$ cat config.mk
export PLATFORM = sky130hd
export DESIGN_NAME = dbg_match_unit
export DESIGN_NICKNAME = d
export VERILOG_FILES = /design/src/rtl/dbg_pkg.sv /design/src/rtl/dbg_cfg_regs.sv /design/src/rtl/dbg_addr_cmp.sv /design/src/rtl/dbg_prio_sel.sv /design/src/rtl/dbg_event_ctl.sv /design/src/rtl/dbg_match_unit.sv
export SDC_FILE = /design/constraint.sdc
export NUM_CORES = 1
export LEC_CHECK = 0
export BUFFER_PORTS_ARGS = -buffer_cell sky130_fd_sc_hd__buf_2
export CORE_MARGIN = 4
export CORE_UTILIZATION = 45
export CTS_BUF_LIST = sky130_fd_sc_hd__clkbuf_8
export DETAILED_ROUTE_END_ITERATION = 16
export HOLD_SLACK_MARGIN = 0.03
export SLEW_MARGIN = 20
export SYNTH_ARGS = -nofsm -noshare
export SYNTH_HDL_FRONTEND = slang
export SYNTH_SLANG_ARGS = --single-unit
$ cat constraint.sdc
create_clock -name clk -period 3.7 [get_ports clk]
set_clock_uncertainty 0.05 [all_clocks]
set_input_delay 0.37 -clock clk [delete_from_list [all_inputs] [get_ports clk]]
set_output_delay 0.37 -clock clk [all_outputs]
set_load 0.01 [all_outputs]
$ cat src/rtl/dbg_pkg.sv
package dbg_pkg;
  localparam int ADDR_W = 32;
  localparam int DATA_W = 32;
  localparam int CTX_W  = 8;
  localparam int LANES  = ADDR_W / 8;
  localparam int REG_AW = 5;

  localparam logic [REG_AW-1:0] RA_GLOBAL  = 5'd0;
  localparam logic [REG_AW-1:0] RA_BP_BASE = 5'd8;
  localparam logic [REG_AW-1:0] RA_WP_BASE = 5'd24;

  typedef struct packed {
    logic              en;
    logic [LANES-1:0]  lane_ign;
    logic              ctx_chk;
    logic              on_load;
    logic              on_store;
    logic [CTX_W-1:0]  ctx_val;
    logic [ADDR_W-1:0] value;
  } cmp_cfg_t;
endpackage

$ cat src/rtl/dbg_cfg_regs.sv
module dbg_cfg_regs
  import dbg_pkg::*;
#(
  parameter int NUM_BP = 6,
  parameter int NUM_WP = 2
) (
  input  logic                          clk,
  input  logic                          rst_n,
  input  logic                          cpu_wr_valid,
  output logic                          cpu_wr_ready,
  input  logic [REG_AW-1:0]             cpu_wr_addr,
  input  logic [DATA_W-1:0]             cpu_wr_data,
  input  logic                          ext_wr_valid,
  output logic                          ext_wr_ready,
  input  logic [REG_AW-1:0]             ext_wr_addr,
  input  logic [DATA_W-1:0]             ext_wr_data,
  output logic                          glob_en,
  output logic                          mon_mode,
  output cmp_cfg_t [NUM_BP-1:0]         bp_cfg,
  output cmp_cfg_t [NUM_WP-1:0]         wp_cfg
);
  // Processor-side stream wins; the debug port waits.
  assign cpu_wr_ready = 1'b1;
  assign ext_wr_ready = !cpu_wr_valid;

  logic              wr_go;
  logic [REG_AW-1:0] wr_addr;
  logic [DATA_W-1:0] wr_data;

  always_comb begin
    wr_go   = cpu_wr_valid | ext_wr_valid;
    wr_addr = cpu_wr_valid ? cpu_wr_addr : ext_wr_addr;
    wr_data = cpu_wr_valid ? cpu_wr_data : ext_wr_data;
  end

  function automatic cmp_cfg_t with_ctl(cmp_cfg_t c, logic [DATA_W-1:0] d);
    cmp_cfg_t r;
    r          = c;
    r.en       = d[0];
    r.lane_ign = d[LANES:1];
    r.ctx_chk  = d[LANES+1];
    r.on_load  = d[LANES+2];
    r.on_store = d[LANES+3];
    r.ctx_val  = d[LANES+4 +: CTX_W];
    return r;
  endfunction

  always_ff @(posedge clk or negedge rst_n) begin
    if (!rst_n) begin
      glob_en  <= 1'b0;
      mon_mode <= 1'b0;
    end else if (wr_go && wr_addr == RA_GLOBAL) begin
      glob_en  <= wr_data[0];
      mon_mode <= wr_data[1];
    end
  end

  cmp_cfg_t bp_q [NUM_BP];
  cmp_cfg_t wp_q [NUM_WP];

  for (genvar i = 0; i < NUM_BP; i++) begin : g_bp
    localparam logic [REG_AW-1:0] A_VAL = RA_BP_BASE + REG_AW'(2 * i);
    localparam logic [REG_AW-1:0] A_CTL = A_VAL + REG_AW'(1);
    always_ff @(posedge clk or negedge rst_n) begin
      if (!rst_n)                          bp_q[i] <= '0;
      else if (wr_go && wr_addr == A_VAL)  bp_q[i].value <= wr_data[ADDR_W-1:0];
      else if (wr_go && wr_addr == A_CTL)  bp_q[i] <= with_ctl(bp_q[i], wr_data);
    end
    assign bp_cfg[i] = bp_q[i];
  end

  for (genvar j = 0; j < NUM_WP; j++) begin : g_wp
    localparam logic [REG_AW-1:0] A_VAL = RA_WP_BASE + REG_AW'(2 * j);
    localparam logic [REG_AW-1:0] A_CTL = A_VAL + REG_AW'(1);
    always_ff @(posedge clk or negedge rst_n) begin
      if (!rst_n)                          wp_q[j] <= '0;
      else if (wr_go && wr_addr == A_VAL)  wp_q[j].value <= wr_data[ADDR_W-1:0];
      else if (wr_go && wr_addr == A_CTL)  wp_q[j] <= with_ctl(wp_q[j], wr_data);
    end
    assign wp_cfg[j] = wp_q[j];
  end
endmodule

$ cat src/rtl/dbg_addr_cmp.sv
module dbg_addr_cmp
  import dbg_pkg::*;
#(
  parameter bit HAS_CTX  = 1'b0,
  parameter bit IS_WATCH = 1'b0
) (
  input  cmp_cfg_t          cfg,
  input  logic              acc_valid,
  input  logic [ADDR_W-1:0] acc_addr,
  input  logic [CTX_W-1:0]  ctx_id,
  input  logic              is_store,
  output logic              hit
);
  logic [LANES-1:0] lane_ok;

  for (genvar k = 0; k < LANES; k++) begin : g_lane
    assign lane_ok[k] = cfg.lane_ign[k] | (acc_addr[8*k +: 8] == cfg.value[8*k +: 8]);
  end

  logic ctx_ok, dir_ok, qual;
  assign ctx_ok = !cfg.ctx_chk || (ctx_id == cfg.ctx_val);
  assign dir_ok = is_store ? cfg.on_store : cfg.on_load;
  assign qual   = IS_WATCH ? dir_ok : (HAS_CTX ? ctx_ok : 1'b1);

  assign hit = acc_valid & cfg.en & (&lane_ok) & qual;
endmodule

$ cat src/rtl/dbg_prio_sel.sv
module dbg_prio_sel #(
  parameter int N  = 8,
  parameter int IW = 3
) (
  input  logic [N-1:0]  hits,
  output logic          any_hit,
  output logic [IW-1:0] idx
);
  // Lowest index wins.
  always_comb begin
    any_hit = |hits;
    idx     = '0;
    for (int i = N - 1; i >= 0; i--) begin
      if (hits[i]) idx = IW'(i);
    end
  end
endmodule

$ cat src/rtl/dbg_event_ctl.sv
module dbg_event_ctl #(
  parameter int SRC_W = 3
) (
  input  logic             clk,
  input  logic             rst_n,
  input  logic             glob_en,
  input  logic             mon_mode,
  input  logic             any_hit,
  input  logic [SRC_W-1:0] hit_idx,
  input  logic             resume_req,
  output logic             halt_req,
  output logic             dbg_exc,
  output logic             resume_ack,
  output logic [SRC_W-1:0] evt_src
);
  logic fire;
  assign fire = glob_en & any_hit & !halt_req;

  always_ff @(posedge clk or negedge rst_n) begin
    if (!rst_n) begin
      halt_req   <= 1'b0;
      dbg_exc    <= 1'b0;
      resume_ack <= 1'b0;
      evt_src    <= '0;
    end else begin
      dbg_exc    <= fire & mon_mode;
      resume_ack <= halt_req & resume_req;
      if (fire) evt_src <= hit_idx;
      if (fire && !mon_mode)         halt_req <= 1'b1;
      else if (halt_req && resume_req) halt_req <= 1'b0;
    end
  end
endmodule

$ cat src/rtl/dbg_match_unit.sv
module dbg_match_unit
  import dbg_pkg::*;
#(
  parameter int NUM_BP     = 6,
  parameter int NUM_WP     = 2,
  parameter int NUM_CTX_BP = 2
) (
  input  logic                              clk,
  input  logic                              rst_n,
  input  logic                              cpu_wr_valid,
  output logic                              cpu_wr_ready,
  input  logic [REG_AW-1:0]                 cpu_wr_addr,
  input  logic [DATA_W-1:0]                 cpu_wr_data,
  input  logic                              ext_wr_valid,
  output logic                              ext_wr_ready,
  input  logic [REG_AW-1:0]                 ext_wr_addr,
  input  logic [DATA_W-1:0]                 ext_wr_data,
  input  logic                              fetch_valid,
  input  logic [ADDR_W-1:0]                 fetch_addr,
  input  logic [CTX_W-1:0]                  ctx_id,
  input  logic                              dacc_valid,
  input  logic [ADDR_W-1:0]                 dacc_addr,
  input  logic                              dacc_store,
  input  logic                              resume_req,
  output logic                              halt_req,
  output logic                              dbg_exc,
  output logic                              resume_ack,
  output logic [$clog2(NUM_BP+NUM_WP)-1:0]  evt_src
);
  localparam int NUM_CMP = NUM_BP + NUM_WP;
  localparam int SRC_W   = $clog2(NUM_CMP);
  localparam int CTX_LO  = NUM_BP - NUM_CTX_BP;

  logic                  glob_en, mon_mode;
  cmp_cfg_t [NUM_BP-1:0] bp_cfg;
  cmp_cfg_t [NUM_WP-1:0] wp_cfg;
  logic [NUM_CMP-1:0]    hit_vec;
  logic                  any_hit;
  logic [SRC_W-1:0]      hit_idx;

  dbg_cfg_regs #(.NUM_BP(NUM_BP), .NUM_WP(NUM_WP)) u_regs (
    .clk(clk), .rst_n(rst_n),
    .cpu_wr_valid(cpu_wr_valid), .cpu_wr_ready(cpu_wr_ready),
    .cpu_wr_addr(cpu_wr_addr), .cpu_wr_data(cpu_wr_data),
    .ext_wr_valid(ext_wr_valid), .ext_wr_ready(ext_wr_ready),
    .ext_wr_addr(ext_wr_addr), .ext_wr_data(ext_wr_data),
    .glob_en(glob_en), .mon_mode(mon_mode),
    .bp_cfg(bp_cfg), .wp_cfg(wp_cfg)
  );

  for (genvar i = 0; i < NUM_BP; i++) begin : g_bp_cmp
    dbg_addr_cmp #(.HAS_CTX(i >= CTX_LO), .IS_WATCH(1'b0)) u_cmp (
      .cfg(bp_cfg[i]), .acc_valid(fetch_valid), .acc_addr(fetch_addr),
      .ctx_id(ctx_id), .is_store(1'b0), .hit(hit_vec[i])
    );
  end

  for (genvar j = 0; j < NUM_WP; j++) begin : g_wp_cmp
    dbg_addr_cmp #(.HAS_CTX(1'b0), .IS_WATCH(1'b1)) u_cmp (
      .cfg(wp_cfg[j]), .acc_valid(dacc_valid), .acc_addr(dacc_addr),
      .ctx_id(ctx_id), .is_store(dacc_store), .hit(hit_vec[NUM_BP+j])
    );
  end

  dbg_prio_sel #(.N(NUM_CMP), .IW(SRC_W)) u_prio (
    .hits(hit_vec), .any_hit(any_hit), .idx(hit_idx)
  );

  dbg_event_ctl #(.SRC_W(SRC_W)) u_evt (
    .clk(clk), .rst_n(rst_n), .glob_en(glob_en), .mon_mode(mon_mode),
    .any_hit(any_hit), .hit_idx(hit_idx), .resume_req(resume_req),
    .halt_req(halt_req), .dbg_exc(dbg_exc), .resume_ack(resume_ack),
    .evt_src(evt_src)
  );
endmodule

# Word level (Yosys, flattened, before mapping)
# Index checks and enable logic that the tools add are counted.
# word_totals
elab_cells	220
input_bits	154
out_inout_bits	8
reg_bits	326
# classes
muxes	22
n_bitwise	65
n_eq_ne	50
n_reduce_logical	45
# ops
op	n
2-to-1 mux 32 bit	9
equality test 8 bit	34
equality test 5 x 4 -> 1 bit, second input constant	8
equality test 5 bit, second input constant	8
bitwise OR 1 bit	33
AND reduction 4 bit	8
AND 1 bit	24
2-to-1 mux 3 bit	8
logical AND 1 bit	19
AND reduction 2 bit	8
inverter 1 bit	8
OR reduction 8 bit	1
zero test 1 bit	5
zero test 5 bit	1
2-to-1 mux 5 bit	1
2-to-1 mux 1 bit	4
logical OR 1 bit	2
nonzero test 2 bit	1

# Logic depth before layout (Yosys ltp)
# logic_depth
ltp_word	13
ltp_mapped	9
depth_no_buf	8

# Modules after synthesis
# Synthesis repeated with hierarchy kept, for this count alone.
# unflattened
cells_unflattened	1330
hier_area_um2	19178.4
# modules_own_cells
module	seq_area_each_um2	n_inst	area_each_um2	cells_per_inst
dbg_cfg_regs	9659.3	1	15671.3	906
dbg_addr_cmp at g_bp_cmp[0].u_cmp ...	0.0	4	362.8	46
dbg_addr_cmp at g_bp_cmp[4].u_cmp ...	0.0	2	466.7	58
dbg_addr_cmp at g_wp_cmp[0].u_cmp ...	0.0	2	394.1	47
dbg_event_ctl	150.1	1	249.0	16
dbg_prio_sel	0.0	1	81.3	13
dbg_match_unit	0.0	1	3.8	1

# Least setup slack after synthesis
# OpenSTA, ideal clock, no wires.
# synth_timing
kind	input-to-reg
startpoint	in fetch_addr[10]
endpoint	reg u_evt.evt_src[0]
t_required_ns	3.571
path_stages	9
setup_time_ns	0.079
t_arrival_ns	2.044
path_slack_ns	1.527
path_buffers	1
cell_sequence	clkbuf_1 -> xor2_1 -> nor4_1 -> a21oi_1 -> a2111oi_4 -> o2111ai_2 -> a2111oi_2 -> a211oi_1 -> mux2i_1
# synth_via
elab_chain_len	11
word_cells_on_any_way	35
# synth_lines
item	line	source
start: declaration	dbg_match_unit.sv:19	input logic [ADDR_W-1:0] fetch_addr,
equality test 8 bit	dbg_addr_cmp.sv:17	assign lane_ok[k] = cfg.lane_ign[k] | (acc_addr[8*k +: 8] == cfg.value[8*k +: 8]);
bitwise OR 1 bit	dbg_addr_cmp.sv:17	
AND reduction 4 bit	dbg_addr_cmp.sv:25	assign hit = acc_valid & cfg.en & (&lane_ok) & qual;
AND 1 bit (2 in series)	dbg_addr_cmp.sv:25	
2-to-1 mux 3 bit (6 in series)	dbg_prio_sel.sv:14	if (hits[i]) idx = IW'(i);
end signal: assignment	dbg_event_ctl.sv:28	if (fire) evt_src <= hit_idx;
end: declaration	dbg_event_ctl.sv:14	output logic [SRC_W-1:0] evt_src
# Several ways; a longest one is shown, not always the timed one.
# A chain may end at the register's enable or synchronous reset.

# Worst setup path after layout
# layout_timing
startpoint	reg u_regs.wp_q, in the netlist u_regs.wp_cfg[66]
endpoint	reg u_evt.evt_src[0]
# layout_via
elab_chain_len	13
word_cells_on_any_way	16
# layout_lines
item	line	source
start: declaration	dbg_cfg_regs.sv:59	cmp_cfg_t wp_q [NUM_WP];
start signal: indexed assignment	dbg_cfg_regs.sv:78	else if (wr_go && wr_addr == A_CTL) wp_q[j] <= with_ctl(wp_q[j], wr_data);
equality test 8 bit (*)	dbg_addr_cmp.sv:17	
bitwise OR 1 bit (*)	dbg_addr_cmp.sv:17	
AND reduction 4 bit (*)	dbg_addr_cmp.sv:25	
AND 1 bit (*) (2 in series)	dbg_addr_cmp.sv:25	
2-to-1 mux 3 bit (8 in series)	dbg_prio_sel.sv:14	
# Mark *: on every way between the ends. The rest lies on a longest branch, timed or not.

==> summary.txt <==
Status
  – Status: completed

Floorplanning
  – Initial core utilization: 0.456
  – DIE WIDTH: 192 um
  – Die footprint: 36900 um2
  – Core area: 33400 um2
  – # IOs: 162
  – Row Count: 67
  – Die H: 192 um

Run
  – Max Cap Viol: 0

Critical path
  – Worst r2r src: u_regs.wp_cfg[66]
  – Biggest fanout along the worst timing path: 2
  – RR Endpoint: u_evt.evt_src[0]
  – Crit path kind: register to register
  – Reg2Reg Depth: 8
  – Worst setup path startpoint: u_regs.wp_cfg[66]
  – R2R setup slack: 0.88 ns
  – Worst EP required: 4.17 ns
  – Type of origin of the critical path: register
  – Critical Path End Type: register
  – Worst setup path endpoint: u_evt.evt_src[0]
  – Crit path arrival time: 3.29 ns

Global route
  – Gr ovfl total: 0
  – Largest net degree at the start of global routing: 104
  – Vias in the first global route: 11400
  – First-pass GRT wire length: 64.3 mm
  – Total track usage: 0.225
  – Initial antenna violation count: 1

Final layout
  – Area delta synth->final: 16.2%
  – Design area: 17700 um2
  – Ant diodes: 0
  – Layout cell share with drive strength beyond 1: 0.164
  – Final #Nets: 1883
  – Post-Layout Cell Count: 2208
  – Fin util: 0.530

Synth
  – Post-synth net total: 1719
  – Post-Synthesis Cells: 1565
  – Yosys top cell area share: 0.535
  – Synthesized flop and latch total: 326
  – Post-synthesis mux area share: 0.0231
  – Synth area leaders: dfrtp_1 53%, xor2_1 15%, a21oi_1 9.4%, nor2_1 6.7%, nor4_1 2.8%
  – Synth Area in Compound Gates: 0.130
  – Synth Area in Adders: 0
  – Post-synth ARST share: 1.00
  – Largest family of logic cells by synthesized area: XOR/XNOR gates
  – Cell area after synthesis: 15300 um2
  – Top FF cell, synth: dfrtp_1
  – Yosys warns: 0
  – EDFF count, synth: 0
  – Synth Area in XOR/XNOR: 0.156
  – Most common cell in the synthesized netlist: dfrtp_1
  – Sequential area share after synthesis: 0.535
  – Dominant cell type by area after synthesis: dfrtp_1
  – Unique masters post-synth: 46
  – Synth top cells by count: 326 x dfrtp_1, 286 x a21oi_1, 273 x nor2_1, 254 x xor2_1, 84 x nand2_1
  – Simple-gate area share of the yosys netlist: 0.126
  – Syn avg cell area: 9.74 um2

STA
  – Max-slew headroom: 0.328
  – Final setup vio count: 0
  – Slew Viols, Final: 0
  – Final period util: 0.764
  – RSZ-0062 raised after global routing: no
  – Hold_ws: 0.207 ns
  – Worst slew pin tran: 0.980 ns
  – Final Hold Vio Count: 0
  – Tmin final: 2.82 ns
  – Fmax: 0.354 GHz
  – TNS Setup: 0 ns

Power and ir drop
  – Peak supply drop: 273 uV
  – Pwr/cell area: 627 nW/um2
  – Leakage: 8.10 nW

Drt
  – First DRT Iteration DRCs: 613
  – ANT nets after route: 0
  – DRT Wirelength: 41.1 mm
  – Vias per inst: 5.15
  – WL per Instance: 18.6 um
  – Drt drc: 0
  – Drt first pass iters: 5
  – DR vias: 11400

Clock tree
  – Clk sinks: 326
  – CTS tree: yes
  – Root cell of the clock tree: clkbuf_8
  – Clk_lat worst skew: 0.60 ns
  – Longest Clk Path Bufs: 3
  – Num CTS Buffers: 55
  – Clk pin slew, worst setup/hold paths: 0.06 ns
  – CTS H-Tree Depth: 2

Place
  – Hpwl dp: 28.8 mm
  – Placed inst area: 16700 um2
  – GP Congestion: 0.848
  – DP Cell Count: 2118
  – Buffers on Ports: 160

Hold path
  – Hold Crit Depth: 4
  – Tightest Hold Check Type: primary input to register
[worst max-delay path, cell delays in order, from the launching register on]
cell	delay, ns
dfrtp_1	0.39
xor2_1	0.15
nor4_1	0.49
a21oi_1	0.28
nor4_1	0.58
o211ai_1	0.21
a2111oi_2	0.39
a211oi_1	0.09
mux2i_1	0.14
[where the power goes]
| part | internal [W] | switching [W] | leakage, nW |
|---|---|---|---|
| Clock | 0.00169 | 0.00140 | 0.601 |
| Sequential | 0.00470 | 0.000756 | 3.90 |
| Combinational | 0.00118 | 0.00138 | 3.59 |
[cell families (layout without fill, tap and decap cells)]
family          Yosys count  count (layout)
simple gates            451             451
compound gates          374             374
flops                   326             326
xor+xnor                272             272
buf+inv                 106             301
mux                      35              35
other cells               1               1
[state kept, by name, summed over array words and instances, names as in the netlist]
name,count
u_regs.bp_cfg,240
u_evt.evt_src,3
u_evt.resume_ack,1
u_evt.dbg_exc,1
u_regs.glob_en,1
u_evt.halt_req,1
u_regs.mon_mode,1
u_regs.wp_cfg,78
[what timing repair did]
item / 4_1_cts / 5_1_grt
buffers inserted: 0 / 0
resized for setup: 0 / 0
endpoints found under the setup margin: 0 / 0
endpoints found under the hold margin: 98 / 0
hold buffers: 2 / 0
[cells in the final DEF, fill, tap and decap left out, types with 2 or more instances in the layout]
cell type	count
dfrtp_1	326
and2_1	6
xnor2_1	18
dlygate4sd3_1	2
xor2_1	254
buf_12	7
nor2_1	265
a2111oi_2	2
nor2_4	8
buf_2	159
buf_4	36
o22ai_1	2
clkinv_2	2
a21oi_1	286
clkbuf_8	68
nor4_1	68
mux2i_1	33
inv_1	25
o21ai_0	66
a211oi_1	2
nand3_1	9
nand2_1	84
and3_1	2
nand4_1	4
mux2_2	2
[area by class of cell]
cell class,instances,area [um2]
Timing Repair Buffer,205,1240
Fill cell,3087,15700
Clock buffer,68,936
Inverter,8,30.0
Tap cell,448,561
Sequential cell,326,8160
Multi-Input combinational cell,1133,6700
Clock inverter,20,104
[metal layers]
metal	GRT usage	vias to the layer above	part of all wire
li1	-	5588	-
met1	0.333	5466	0.47
met2	0.347	268	0.45
met3	0.0387	55	0.056
met4	0.0560	2	0.019
met5	0	-	0.00019
[worst min path at each step]
stage | startpoint | endpoint | slack, ns
final | ext_wr_data[5] | u_regs.wp_cfg[5] | 0.21
after global routing | cpu_wr_data[15] | u_regs.wp_cfg[15] | 0.21
after CTS | ext_wr_data[5] | u_regs.wp_cfg[5] | 0.19
after floorplan | rst_n | u_evt.dbg_exc | 0.02
after global placement | u_regs.wp_cfg[41] | u_regs.wp_cfg[41] | 0.41
after detailed placement | u_regs.wp_cfg[41] | u_regs.wp_cfg[41] | 0.42
[metrics by stage]
step | total power [W] | worst slack, ns
final | 0.0111 | 0.875
after CTS | 0.0112 | 0.869
after global placement | 0.00798 | 0.760
after floorplan | 0.00724 | 1.53
after detailed placement | 0.00809 | 0.753
after global routing | 0.0119 | 0.800
No activity file was read; power rests on OpenSTA's default activity.
